File: src/rtl/evt_hop_pkg.sv
package evt_hop_pkg;

    typedef enum logic [1:0] {
        DB_IDLE,
        DB_WAIT,
        DB_HELD,
        DB_REL
    } db_state_t;

    typedef enum logic [1:0] {
        SC_ARM,
        SC_RUN,
        SC_SEND
    } sc_state_t;

endpackage

File: src/rtl/evt_debounce.sv
module evt_debounce
    import evt_hop_pkg::*;
#(
    parameter int DB_W   = 8,
    parameter int DEF_DB = 50
) (
    input  logic            clk,
    input  logic            rst_n,
    input  logic            sw_raw,
    input  logic            ms_tick,
    input  logic [DB_W-1:0] cfg_db,
    output logic            evt_o
);

    logic [1:0]      sync_q;
    logic            sw_s;
    db_state_t       st_q, st_d;
    logic [DB_W-1:0] cnt_q;
    logic [DB_W-1:0] lim;
    logic            hit;

    assign sw_s = sync_q[1];
    assign lim  = (cfg_db == '0) ? DB_W'(DEF_DB) : cfg_db;
    assign hit  = (cnt_q == lim - 1'b1);

    always_ff @(posedge clk or negedge rst_n) begin
        if (!rst_n) sync_q <= 2'b11;
        else        sync_q <= {sync_q[0], sw_raw};
    end

    // state register
    always_ff @(posedge clk or negedge rst_n) begin
        if (!rst_n) st_q <= DB_IDLE;
        else        st_q <= st_d;
    end

    always_comb begin
        st_d = st_q;
        unique case (st_q)
            DB_IDLE: if (!sw_s) st_d = DB_WAIT;
            DB_WAIT: begin
                if (sw_s)                st_d = DB_IDLE;
                else if (ms_tick && hit) st_d = DB_HELD;
            end
            DB_HELD: if (sw_s) st_d = DB_REL;
            DB_REL: begin
                if (!sw_s)               st_d = DB_HELD;
                else if (ms_tick && hit) st_d = DB_IDLE;
            end
            default: st_d = DB_IDLE;
        endcase
    end

    // outputs and tick counter
    always_ff @(posedge clk or negedge rst_n) begin
        if (!rst_n) begin
            cnt_q <= '0;
            evt_o <= 1'b0;
        end else begin
            if (st_d != st_q) cnt_q <= '0;
            else if (ms_tick) cnt_q <= cnt_q + 1'b1;
            evt_o <= (st_q == DB_WAIT) && (st_d == DB_HELD);
        end
    end

    // one closure gives a single-cycle event
    assert_evt_single_R1: assert property (@(posedge clk) disable iff (!rst_n)
        evt_o |=> !evt_o)
        else $error("event pulse longer than one cycle");

    // an event only follows a cycle with the synchronised input low
    assert_evt_low_R2: assert property (@(posedge clk) disable iff (!rst_n)
        evt_o |-> $past(!sw_s))
        else $error("event without low input");

endmodule

File: src/rtl/evt_sched.sv
module evt_sched
    import evt_hop_pkg::*;
#(
    parameter int CNT_W = 16,
    parameter int IV_W  = 14
) (
    input  logic             clk,
    input  logic             rst_n,
    input  logic             evt,
    input  logic [IV_W-1:0]  cfg_interval,
    input  logic [CNT_W-1:0] cfg_preload,
    input  logic             cfg_load,
    input  logic             send_done,
    output logic             send_req,
    output logic [CNT_W-1:0] send_total,
    output logic [CNT_W-1:0] total,
    output logic             adv
);

    sc_state_t        st_q, st_d;
    logic [CNT_W-1:0] total_q, cap_q, sendv_q, pend_v_q;
    logic             pend_q;
    logic [CNT_W-1:0] iv_eff, inc_total;
    logic             match, done_now;

    assign iv_eff    = (cfg_interval == '0) ? CNT_W'(1) : CNT_W'(cfg_interval);
    assign inc_total = total_q + 1'b1;
    assign match     = evt && (inc_total == cap_q) && (st_q != SC_ARM);
    assign done_now  = (st_q == SC_SEND) && send_done;

    // state register
    always_ff @(posedge clk or negedge rst_n) begin
        if (!rst_n) st_q <= SC_ARM;
        else        st_q <= st_d;
    end

    always_comb begin
        st_d = st_q;
        unique case (st_q)
            SC_ARM:  st_d = SC_RUN;
            SC_RUN:  if (match) st_d = SC_SEND;
            SC_SEND: if (send_done && !match && !pend_q) st_d = SC_RUN;
            default: st_d = SC_ARM;
        endcase
        if (cfg_load) st_d = SC_ARM;
    end

    // datapath
    always_ff @(posedge clk or negedge rst_n) begin
        if (!rst_n) begin
            total_q  <= '0;
            cap_q    <= '0;
            sendv_q  <= '0;
            pend_v_q <= '0;
            pend_q   <= 1'b0;
        end else if (cfg_load) begin
            total_q <= cfg_preload;
            pend_q  <= 1'b0;
        end else begin
            if (evt) total_q <= inc_total;
            unique case (st_q)
                SC_ARM: cap_q <= (evt ? inc_total : total_q) + iv_eff;
                SC_RUN: begin
                    if (match) begin
                        sendv_q <= inc_total;
                        cap_q   <= inc_total + iv_eff;
                    end
                end
                SC_SEND: begin
                    if (send_done) begin
                        if (match) begin
                            sendv_q <= inc_total;
                            cap_q   <= inc_total + iv_eff;
                        end else if (pend_q) begin
                            sendv_q <= pend_v_q;
                            pend_q  <= 1'b0;
                        end
                    end else if (match) begin
                        pend_q   <= 1'b1;
                        pend_v_q <= inc_total;
                        cap_q    <= inc_total + iv_eff;
                    end
                end
                default: ;
            endcase
        end
    end

    // outputs
    assign send_req   = (st_q == SC_SEND);
    assign send_total = sendv_q;
    assign total      = total_q;
    assign adv        = done_now && !cfg_load;

    assert_total_step_R4: assert property (@(posedge clk) disable iff (!rst_n)
        !cfg_load |=> (total_q == $past(total_q)) || (total_q == CNT_W'($past(total_q) + 1'b1)))
        else $error("total jumped");

    assert_load_value_R11: assert property (@(posedge clk) disable iff (!rst_n)
        cfg_load |=> !send_req && (total_q == $past(cfg_preload)))
        else $error("load did not cancel and preload");

    assert_req_hold_R7: assert property (@(posedge clk) disable iff (!rst_n)
        (send_req && !send_done && !cfg_load) |=> send_req && $stable(send_total))
        else $error("request dropped or changed before acknowledge");

    assert_send_value_R6: assert property (@(posedge clk) disable iff (!rst_n)
        $rose(send_req) |-> (send_total == total_q))
        else $error("request carries wrong total");

    assert_no_pend_overflow_R8: assert property (@(posedge clk) disable iff (!rst_n)
        pend_q |-> !match)
        else $error("second queued send lost");

endmodule

File: src/rtl/evt_hop.sv
module evt_hop #(
    parameter int NUM_CH = 25,
    parameter int STRIDE = 7,
    parameter int OFFSET = 3,
    localparam int CH_W  = $clog2(NUM_CH)
) (
    input  logic            clk,
    input  logic            rst_n,
    input  logic            adv,
    output logic [CH_W-1:0] chan
);

    logic [CH_W-1:0] tbl [NUM_CH];
    logic [CH_W-1:0] ptr_q;

    for (genvar g = 0; g < NUM_CH; g++) begin : g_tbl
        assign tbl[g] = CH_W'((g * STRIDE + OFFSET) % NUM_CH);
    end

    always_ff @(posedge clk or negedge rst_n) begin
        if (!rst_n)                             ptr_q <= '0;
        else if (adv && ptr_q == CH_W'(NUM_CH - 1)) ptr_q <= '0;
        else if (adv)                           ptr_q <= ptr_q + 1'b1;
    end

    assign chan = tbl[ptr_q];

    assert_chan_range_R9: assert property (@(posedge clk) disable iff (!rst_n)
        chan < CH_W'(NUM_CH))
        else $error("channel out of range");

    assert_chan_hold_R9: assert property (@(posedge clk) disable iff (!rst_n)
        !adv |=> $stable(ptr_q))
        else $error("channel moved without a send");

    assert_chan_move_R9: assert property (@(posedge clk) disable iff (!rst_n)
        adv |=> (ptr_q != $past(ptr_q)))
        else $error("channel did not move on a send");

endmodule

File: src/rtl/evt_hop_sched.sv
module evt_hop_sched #(
    parameter int CNT_W  = 16,
    parameter int IV_W   = 14,
    parameter int DB_W   = 8,
    parameter int DEF_DB = 50,
    parameter int NUM_CH = 25,
    localparam int CH_W  = $clog2(NUM_CH)
) (
    input  logic             clk,
    input  logic             rst_n,
    input  logic             sw_in,
    input  logic             ms_tick,
    input  logic [IV_W-1:0]  cfg_interval,
    input  logic [DB_W-1:0]  cfg_debounce,
    input  logic [CNT_W-1:0] cfg_preload,
    input  logic             cfg_load,
    input  logic             send_done,
    output logic             send_req,
    output logic [CNT_W-1:0] send_total,
    output logic [CNT_W-1:0] evt_total,
    output logic [CH_W-1:0]  chan_idx
);

    logic evt;
    logic adv;

    evt_debounce #(.DB_W(DB_W), .DEF_DB(DEF_DB)) u_db (
        .clk     (clk),
        .rst_n   (rst_n),
        .sw_raw  (sw_in),
        .ms_tick (ms_tick),
        .cfg_db  (cfg_debounce),
        .evt_o   (evt)
    );

    evt_sched #(.CNT_W(CNT_W), .IV_W(IV_W)) u_sc (
        .clk          (clk),
        .rst_n        (rst_n),
        .evt          (evt),
        .cfg_interval (cfg_interval),
        .cfg_preload  (cfg_preload),
        .cfg_load     (cfg_load),
        .send_done    (send_done),
        .send_req     (send_req),
        .send_total   (send_total),
        .total        (evt_total),
        .adv          (adv)
    );

    evt_hop #(.NUM_CH(NUM_CH)) u_hop (
        .clk   (clk),
        .rst_n (rst_n),
        .adv   (adv),
        .chan  (chan_idx)
    );

endmodule

File: config.mk
export PLATFORM = sky130hd
export DESIGN_NAME = evt_hop_sched
export DESIGN_NICKNAME = d
export VERILOG_FILES = /design/src/rtl/evt_hop_pkg.sv /design/src/rtl/evt_debounce.sv /design/src/rtl/evt_sched.sv /design/src/rtl/evt_hop.sv /design/src/rtl/evt_hop_sched.sv
export SDC_FILE = /design/constraint.sdc
export NUM_CORES = 1
export LEC_CHECK = 0
export BUFFER_PORTS_ARGS = -buffer_cell sky130_fd_sc_hd__buf_2
export CAP_MARGIN = 10
export CELL_PAD_IN_SITES_DETAIL_PLACEMENT = 0
export CELL_PAD_IN_SITES_GLOBAL_PLACEMENT = 2
export CORE_MARGIN = 1.5
export CORE_UTILIZATION = 39
export CTS_CLUSTER_SIZE = 16
export DETAILED_ROUTE_END_ITERATION = 12
export PLACE_DENSITY_LB_ADDON = 0.1
export SLEW_MARGIN = 5
export SYNTH_ARGS = -nofsm -noshare
export SYNTH_HDL_FRONTEND = slang
export SYNTH_SLANG_ARGS = --single-unit
File: constraint.sdc
create_clock -name clk -period 11.2 [get_ports clk]
set_clock_uncertainty 0.1 [all_clocks]
set_input_delay 2.24 -clock clk [delete_from_list [all_inputs] [get_ports clk]]
set_output_delay 2.24 -clock clk [all_outputs]
set_load 0.1 [all_outputs]
==> results of run 1 <==
==> critical path: stages <==
cell	delay, ns
buf_2	0.13
or4_1	0.57
nor3_1	0.34
nor2_1	0.08
ha_1	0.22
xnor2_1	0.21
o2111ai_1	0.13
a2111o_1	0.39
nor4_1	0.53
nor2_1	0.08
mux2i_1	0.53
nor2_1	0.12
==> logic make-up (layout without fill, tap and decap cells) <==
kind of cell / after synthesis / in the layout
muxes: 60 / 60
buffers and inverters: 75 / 126
and+or+nand+nor: 208 / 208
xor gates and xnor gates: 88 / 88
AOI/OAI and AO/OA: 119 / 119
adders and majority gates: 27 / 27
DFF: 85 / 85
==> cell usage in the layout (no fill, tap or decap), types with 14 or more instances in the layout <==
cell type,netlist,routed
dfrtp_1,83,83
buf_2,3,80
nand2_1,67,67
o21ai_0,58,58
nor2_1,41,41
xor2_1,41,41
xnor2_1,41,41
mux2_2,34,34
inv_1,27,27
ha_1,26,26
a21oi_1,22,22
nand4_1,16,16
nor3_1,15,15
nand3_1,14,14
mux2i_1,14,14
==> power groups by stage <==
stage	Sequential, mW	Clock [mW]	Combinational (mW)
6_report	0.395	0.324	0.288
3_5_place_dp	0.399	0	0.289
5_1_grt	0.400	0.344	0.324
4_1_cts	0.394	0.333	0.292
2_1_floorplan	0.412	0	0.197
3_3_place_gp	0.399	0	0.288
==> metrics by stage <==
step                      hold slack [ns]  std cells  power (mW)  setup WS [ns]
after floorplan                     0.245        662       0.609           5.75
after CTS                           0.268        924        1.02           5.72
after global placement              0.252        909       0.686           5.55
after global routing                0.271        924        1.07           5.37
final                               0.267        924        1.01           5.73
after detailed placement            0.254        909       0.689           5.35
==> final cells by class <==
type | instances | area, µm²
clock buffer | 11 | 243
clock inverter | 4 | 72.6
fill | 1485 | 8330
inverter | 27 | 101
multi-input combinational | 502 | 3690
sequential | 85 | 2130
tap | 211 | 264
timing repair buffer | 84 | 430
==> flip-flops by register name (all words and copies together), names as in the netlist <==
name             flops
u_sc.st_q            2
u_db.cnt_q           8
u_sc.cap_q          16
u_sc.pend_q          1
u_sc.total          16
u_sc.pend_v_q       16
u_sc.send_total     16
u_db.st_q            2
u_db.evt_o           1
u_db.sync_q          2
u_hop.ptr_q          5
==> per-layer routing <==
metal	share of wire (%)	up-vias	track usage, %
li1	-	2409	-
met1	48	2283	27.2
met2	47	83	32.5
met3	3.1	18	2.66
met4	1.9	0	7.67
met5	0	-	0
==> worst max-delay path by stage <==
stage	start	end	slack, ns	cells past startpoint
final	cfg_debounce[3]	u_db.cnt_q[1]$_DFFE_PN0P_	5.73	12
after global routing	cfg_debounce[3]	u_db.cnt_q[5]$_DFFE_PN0P_	5.37	12
after CTS	cfg_debounce[3]	u_db.cnt_q[1]$_DFFE_PN0P_	5.72	12
after detailed placement	cfg_debounce[3]	u_db.cnt_q[1]$_DFFE_PN0P_	5.35	12
after global placement	cfg_debounce[3]	u_db.cnt_q[3]$_DFFE_PN0P_	5.55	12
after floorplan	u_hop.ptr_q[2]$_DFFE_PN0P_	chan_idx[2]	5.75	5
==> impl_metrics.json, run 1 <==
{
  "status": "complete, no violations",
  "routedWlPerCell_um": 16.6,
  "grt-ovfl-total": 0,
  "nets": 780,
  "clk_pin_slew_ns": 0.06,
  "pin_count": 82,
  "die_area_um2": 16500,
  "ys_seq_area_share_pct": 34.7,
  "worstReg2RegStart": "u_sc.st_q[0]$_DFFE_PN0P_",
  "finalCritPeriodShare_pct": 48.8,
  "synth_flop_cell": "dfrtp_1",
  "area_growth_pct": 12.9,
  "portBuffers": 81,
  "dp_hpwl_mm": 11.6,
  "switchingPower_mw": 0.344,
  "cellPowerDensity_nw_per_um2": 146,
  "hold_class": "flip-flop to flip-flop",
  "grt_max_degree": 60,
  "crit_required_ns": 11.30,
  "insertion_delay_ns": 0.34,
  "grt_usage_pct": 20.0,
  "fin_area_um2": 6930,
  "start_util_pct": 40.2,
  "yosysMostFrequentCell": "dfrtp_1",
  "vias": 4793,
  "antenna_found_initial": 0,
  "max-slew-margin-rel_pct": 31.9,
  "fin_crit_ns": 5.47,
  "grt_pass1_vias": 4787,
  "syn_inst": 662,
  "cts-root-buf": "clkbuf_16",
  "diodes": 0,
  "cp-start-kind": "input port",
  "synthArstFlopShare_pct": 100,
  "tns_ns": 0,
  "combPwrFrac_pct": 28.6,
  "grt_pass1_wl_mm": 25.6,
  "synth-simple-area-share_pct": 17.2,
  "die_height_um": 128,
  "synth_area_um2": 6130,
  "cellLeakagePower_nw": 3.18,
  "finalWirelength_mm": 15.3,
  "synth.area.top_cells": "dfrtp_1, mux2_2, xnor2_1",
  "max_freq_mhz": 183,
  "rsz0062_at_grt": "false",
  "gp_congestion": 0.810,
  "crit_fanout": 8,
  "ctsHoldBuffers": 0,
  "synth_warnings": 0,
  "maxCapViolations": 0,
  "setup_viol": 0,
  "synth_area_leader_cell": "dfrtp_1",
  "ir_drop_uv": 71.1,
  "hold_violations": 0,
  "min_from": "u_db.sync_q[0]$_DFF_PN1_",
  "post_cts_buffers": 0,
  "rr_endpoint": "u_sc.cap_q[15]$_DFFE_PN0P_",
  "core_um2": 15300,
  "ys_types": 70,
  "synth-seq-cells": 85,
  "synth_xor_area_share_pct": 13.9,
  "synth-edff-count": 0,
  "crit_type": "input port to flip-flop",
  "ff2ff_setup_slack_ns": 6.82,
  "cts_tree": "built",
  "drt_iter0_drc": 259,
  "power.internal_mw": 0.663,
  "via_per_inst": 5.19,
  "min_to": "u_db.sync_q[1]$_DFF_PN1_",
  "fin_util_pct": 45.4,
  "ctsHtreeMaxLevel": 3,
  "tightest_slew_ns": 1.02,
  "synth_common_cells": "dfrtp_1, nand2_1, o21ai_0",
  "drt-pass1-iter-count": 4,
  "die_w_um": 128,
  "min_path_cells": 0,
  "seq_power_share_pct": 39.2,
  "arrival_ns": 5.57,
  "placed_area_um2": 6610,
  "rows": 45,
  "pwr-share-clk_pct": 32.2,
  "muxShareOfSynthArea_pct": 11.2,
  "synth_top_area_share_pct": 33.9,
  "cp-end-kind": "flip-flop",
  "slew_viol_final": 0,
  "switching_share_pct": 34.2,
  "syn_avg_cell_area_um2": 9.27,
  "cts_resized": 0,
  "drc_errors": 0,
  "postRouteAntennaNets": 0,
  "clk_path_buf_depth": 2,
  "cts.sinks": 85,
  "synth_top_family_by_area": "simple AND/OR/NAND/NOR gates",
  "cts_made_buffers": 9,
  "ff2ff_path_depth": 14,
  "drive_gt1_share_pct": 20.9,
  "synth_compound_area_share_pct": 12.2,
  "synth_fp_nets": 733,
  "synthAdderAreaFrac_pct": 5.63
}
(Power assumes the default switching activity.)
==> run 2: changes to the inputs <==
--- a/config.mk
+++ b/config.mk
@@ -5,12 +5,13 @@
 export SDC_FILE = /design/constraint.sdc
 export NUM_CORES = 1
 export LEC_CHECK = 0
+export ABC_AREA = 1
 export BUFFER_PORTS_ARGS = -buffer_cell sky130_fd_sc_hd__buf_2
 export CAP_MARGIN = 10
 export CELL_PAD_IN_SITES_DETAIL_PLACEMENT = 0
 export CELL_PAD_IN_SITES_GLOBAL_PLACEMENT = 2
 export CORE_MARGIN = 1.5
-export CORE_UTILIZATION = 39
+export CORE_UTILIZATION = 29
 export CTS_CLUSTER_SIZE = 16
 export DETAILED_ROUTE_END_ITERATION = 12
 export PLACE_DENSITY_LB_ADDON = 0.1
==> constraint.sdc (replaced) <==
create_clock -name clk -period 5 [get_ports clk]
set_clock_uncertainty 0.1 [all_clocks]
set_input_delay 1 -clock clk [delete_from_list [all_inputs] [get_ports clk]]
set_output_delay 1 -clock clk [all_outputs]
set_load 0.1 [all_outputs]
==> run 2 against run 1 <==
Against the previous run: worst setup slack got worse by 4.8 ns; global-route usage is 1.9 points lower; register-to-register slack got worse by 5.9 ns; hold slack worse by 0.0063 ns; largest power group is now combinational cells; highest routed layer unchanged.
==> impl_metrics.json, run 2 <==
{
  "cts-root-buf": "clkbuf_16",
  "synth_top_area_share_pct": 34.2,
  "cts_resized": 0,
  "ir_drop_uv": 231,
  "area_growth_pct": 15.4,
  "synth-edff-count": 0,
  "gp_congestion": 0.789,
  "cp-start-kind": "flip-flop",
  "post_cts_buffers": 0,
  "drt_iter0_drc": 332,
  "met2_usage_pct": 28.2,
  "portBuffers": 81,
  "tightest_slew_ns": 0.835,
  "synth-seq-cells": 85,
  "synth_area_leader_cell": "dfrtp_1",
  "grt_usage_pct": 18.1,
  "ys_seq_area_share_pct": 35.1,
  "rsz0062_at_grt": "false",
  "antenna_found_initial": 0,
  "crit_fanout": 20,
  "synth_flop_cell": "dfrtp_1",
  "drt-pass1-iter-count": 5,
  "vias": 5721,
  "syn_inst": 907,
  "die_height_um": 148,
  "fin_crit_ns": 4.10,
  "drc_errors": 0,
  "cts_made_buffers": 9,
  "crit_family": "compound AO/OA/AOI/OAI gates",
  "nets": 1035,
  "synth_warnings": 0,
  "met1_usage_pct": 26.6,
  "stdcell_count": 1240,
  "synth_area_um2": 6070,
  "clk_path_buf_depth": 2,
  "crit_required_ns": 5.13,
  "num-fill-cells": 2291,
  "finalCritPeriodShare_pct": 82.0,
  "cellLeakagePower_nw": 3.65,
  "arrival_ns": 4.23,
  "fin_util_pct": 34.4,
  "grt_max_degree": 53,
  "synth.area.top_cells": "dfrtp_1, nand2_1, o21ai_0",
  "dp_hpwl_mm": 14.7,
  "synth_common_cells": "nand2_1, inv_1, dfrtp_1, o21ai_0, nand3_1",
  "placed_cells": 1223,
  "routedWlPerCell_um": 15.2,
  "grt-ovfl-total": 0,
  "status": "complete, no violations",
  "drive_gt1_share_pct": 12.8,
  "cellPowerDensity_nw_per_um2": 582,
  "ys_types": 46,
  "insertion_delay_ns": 0.35,
  "grt_pass1_wl_mm": 30.8,
  "synthArstFlopShare_pct": 100,
  "maxCapViolations": 0,
  "tns_ns": 0,
  "pin_count": 82,
  "path_buf_inv": 3,
  "postRouteAntennaNets": 0,
  "crit_type": "flip-flop to flip-flop",
  "synth_fp_nets": 978,
  "use_met3_pct": 2.59,
  "rows": 52,
  "hold_class": "flip-flop to flip-flop",
  "cts.sinks": 85,
  "ctsHtreeMaxLevel": 3,
  "cpPeakStageDelay_ns": 0.71,
  "grt_most_used_layer": "met2",
  "cp_common_cell": "o21ai_0",
  "clk_pin_slew_ns": 0.07,
  "path_cells": "inv_1, ha_1, inv_1, o21ai_0, inv_1, ha_1, nand3_1, nand2_1, a21boi_0, o21ai_0, a21boi_0, o21ai_0, xnor2_1, o21ai_0",
  "yosysMostFrequentCell": "nand2_1",
  "layout_commonest_cell": "nand2_1",
  "grt_pass1_vias": 5597,
  "finalWirelength_mm": 18.8,
  "mostFrequentLayoutCells": "nand2_1, inv_1, dfrtp_1",
  "cts_tree": "built",
  "setup_viol": 0,
  "die_w_um": 148,
  "max-slew-margin-rel_pct": 44.2,
  "core_um2": 20400,
  "start_util_pct": 29.8,
  "hold_violations": 0,
  "slew_viol_final": 0,
  "cp-end-kind": "flip-flop",
  "worst_path_max_delay_cell": "ha_1",
  "via_per_inst": 4.61,
  "ctsHoldBuffers": 0,
  "die_area_um2": 21800,
  "syn_avg_cell_area_um2": 6.69,
  "max_freq_mhz": 244
}
run 2: routing by layer:
layer / vias up / share of wire, %
met5: - / 0
met4: 0 / 0.91
met3: 13 / 3.6
met2: 104 / 43
met1: 2568 / 53
li1: 3036 / -
run 2: logic make-up (layout without fill, tap and decap cells):
| logic type | count (synthesis) | count (layout) | synth area share (%) |
|---|---|---|---|
| flops | 85 | 85 | 35.1 |
| xor+xnor | 27 | 27 | 3.90 |
| simple gates | 497 | 497 | 34.3 |
| fa+ha+maj | 27 | 27 | 5.69 |
| buf+inv | 130 | 192 | 8.44 |
| other cells | 0 | 1 | 0 |
| compound gates | 141 | 141 | 12.5 |
run 2: final timing paths:
kind                                           from                    endpoint  slack (ns)  cells past startpoint
max                        u_sc.st_q[0]$_DFFE_PN0P_  u_sc.cap_q[11]$_DFFE_PN0P_        0.90                     14
min                        u_db.sync_q[0]$_DFF_PN1_    u_db.sync_q[1]$_DFF_PN1_        0.26                      0
max reg2reg                u_sc.st_q[0]$_DFFE_PN0P_  u_sc.cap_q[11]$_DFFE_PN0P_        0.90                     14
min reg2reg                u_db.sync_q[0]$_DFF_PN1_    u_db.sync_q[1]$_DFF_PN1_        0.26                      0
max in group asynchronous                     rst_n  u_sc.cap_q[10]$_DFFE_PN0P_        3.25                      2
min in group asynchronous                     rst_n     u_sc.total[1]$_DFF_PN0_        0.58                      1
run 2: report_power, final:
part / switching (mW) / internal (mW)
logic: 1.73 / 0.585
clock network: 0.306 / 0.441
registers: 0.166 / 0.848
run 2: stage by stage:
stage	total power, mW	cell area (µm²)	hold slack [ns]	setup WS [ns]
floorplan	2.84	6070	0.245	1.27
global placement	3.37	6680	0.253	0.915
detailed placement	3.35	6680	0.251	0.837
CTS	4.12	7000	0.263	0.875
global route	4.39	7000	0.267	0.378
finish	4.08	7000	0.261	0.898
run 2: area by class of cell:
type / count / area, µm² / share of cell area, %
repair buffers: 86 / 445 / 6.36
inverters: 90 / 339 / 4.84
well taps: 270 / 338 / 4.82
clock inverters: 7 / 98.8 / 1.41
clock buffers: 9 / 225 / 3.22
multi-input cells: 692 / 3420 / 48.9
diodes: 1 / 2.50 / 0.0357
flip-flops and latches: 85 / 2130 / 30.4
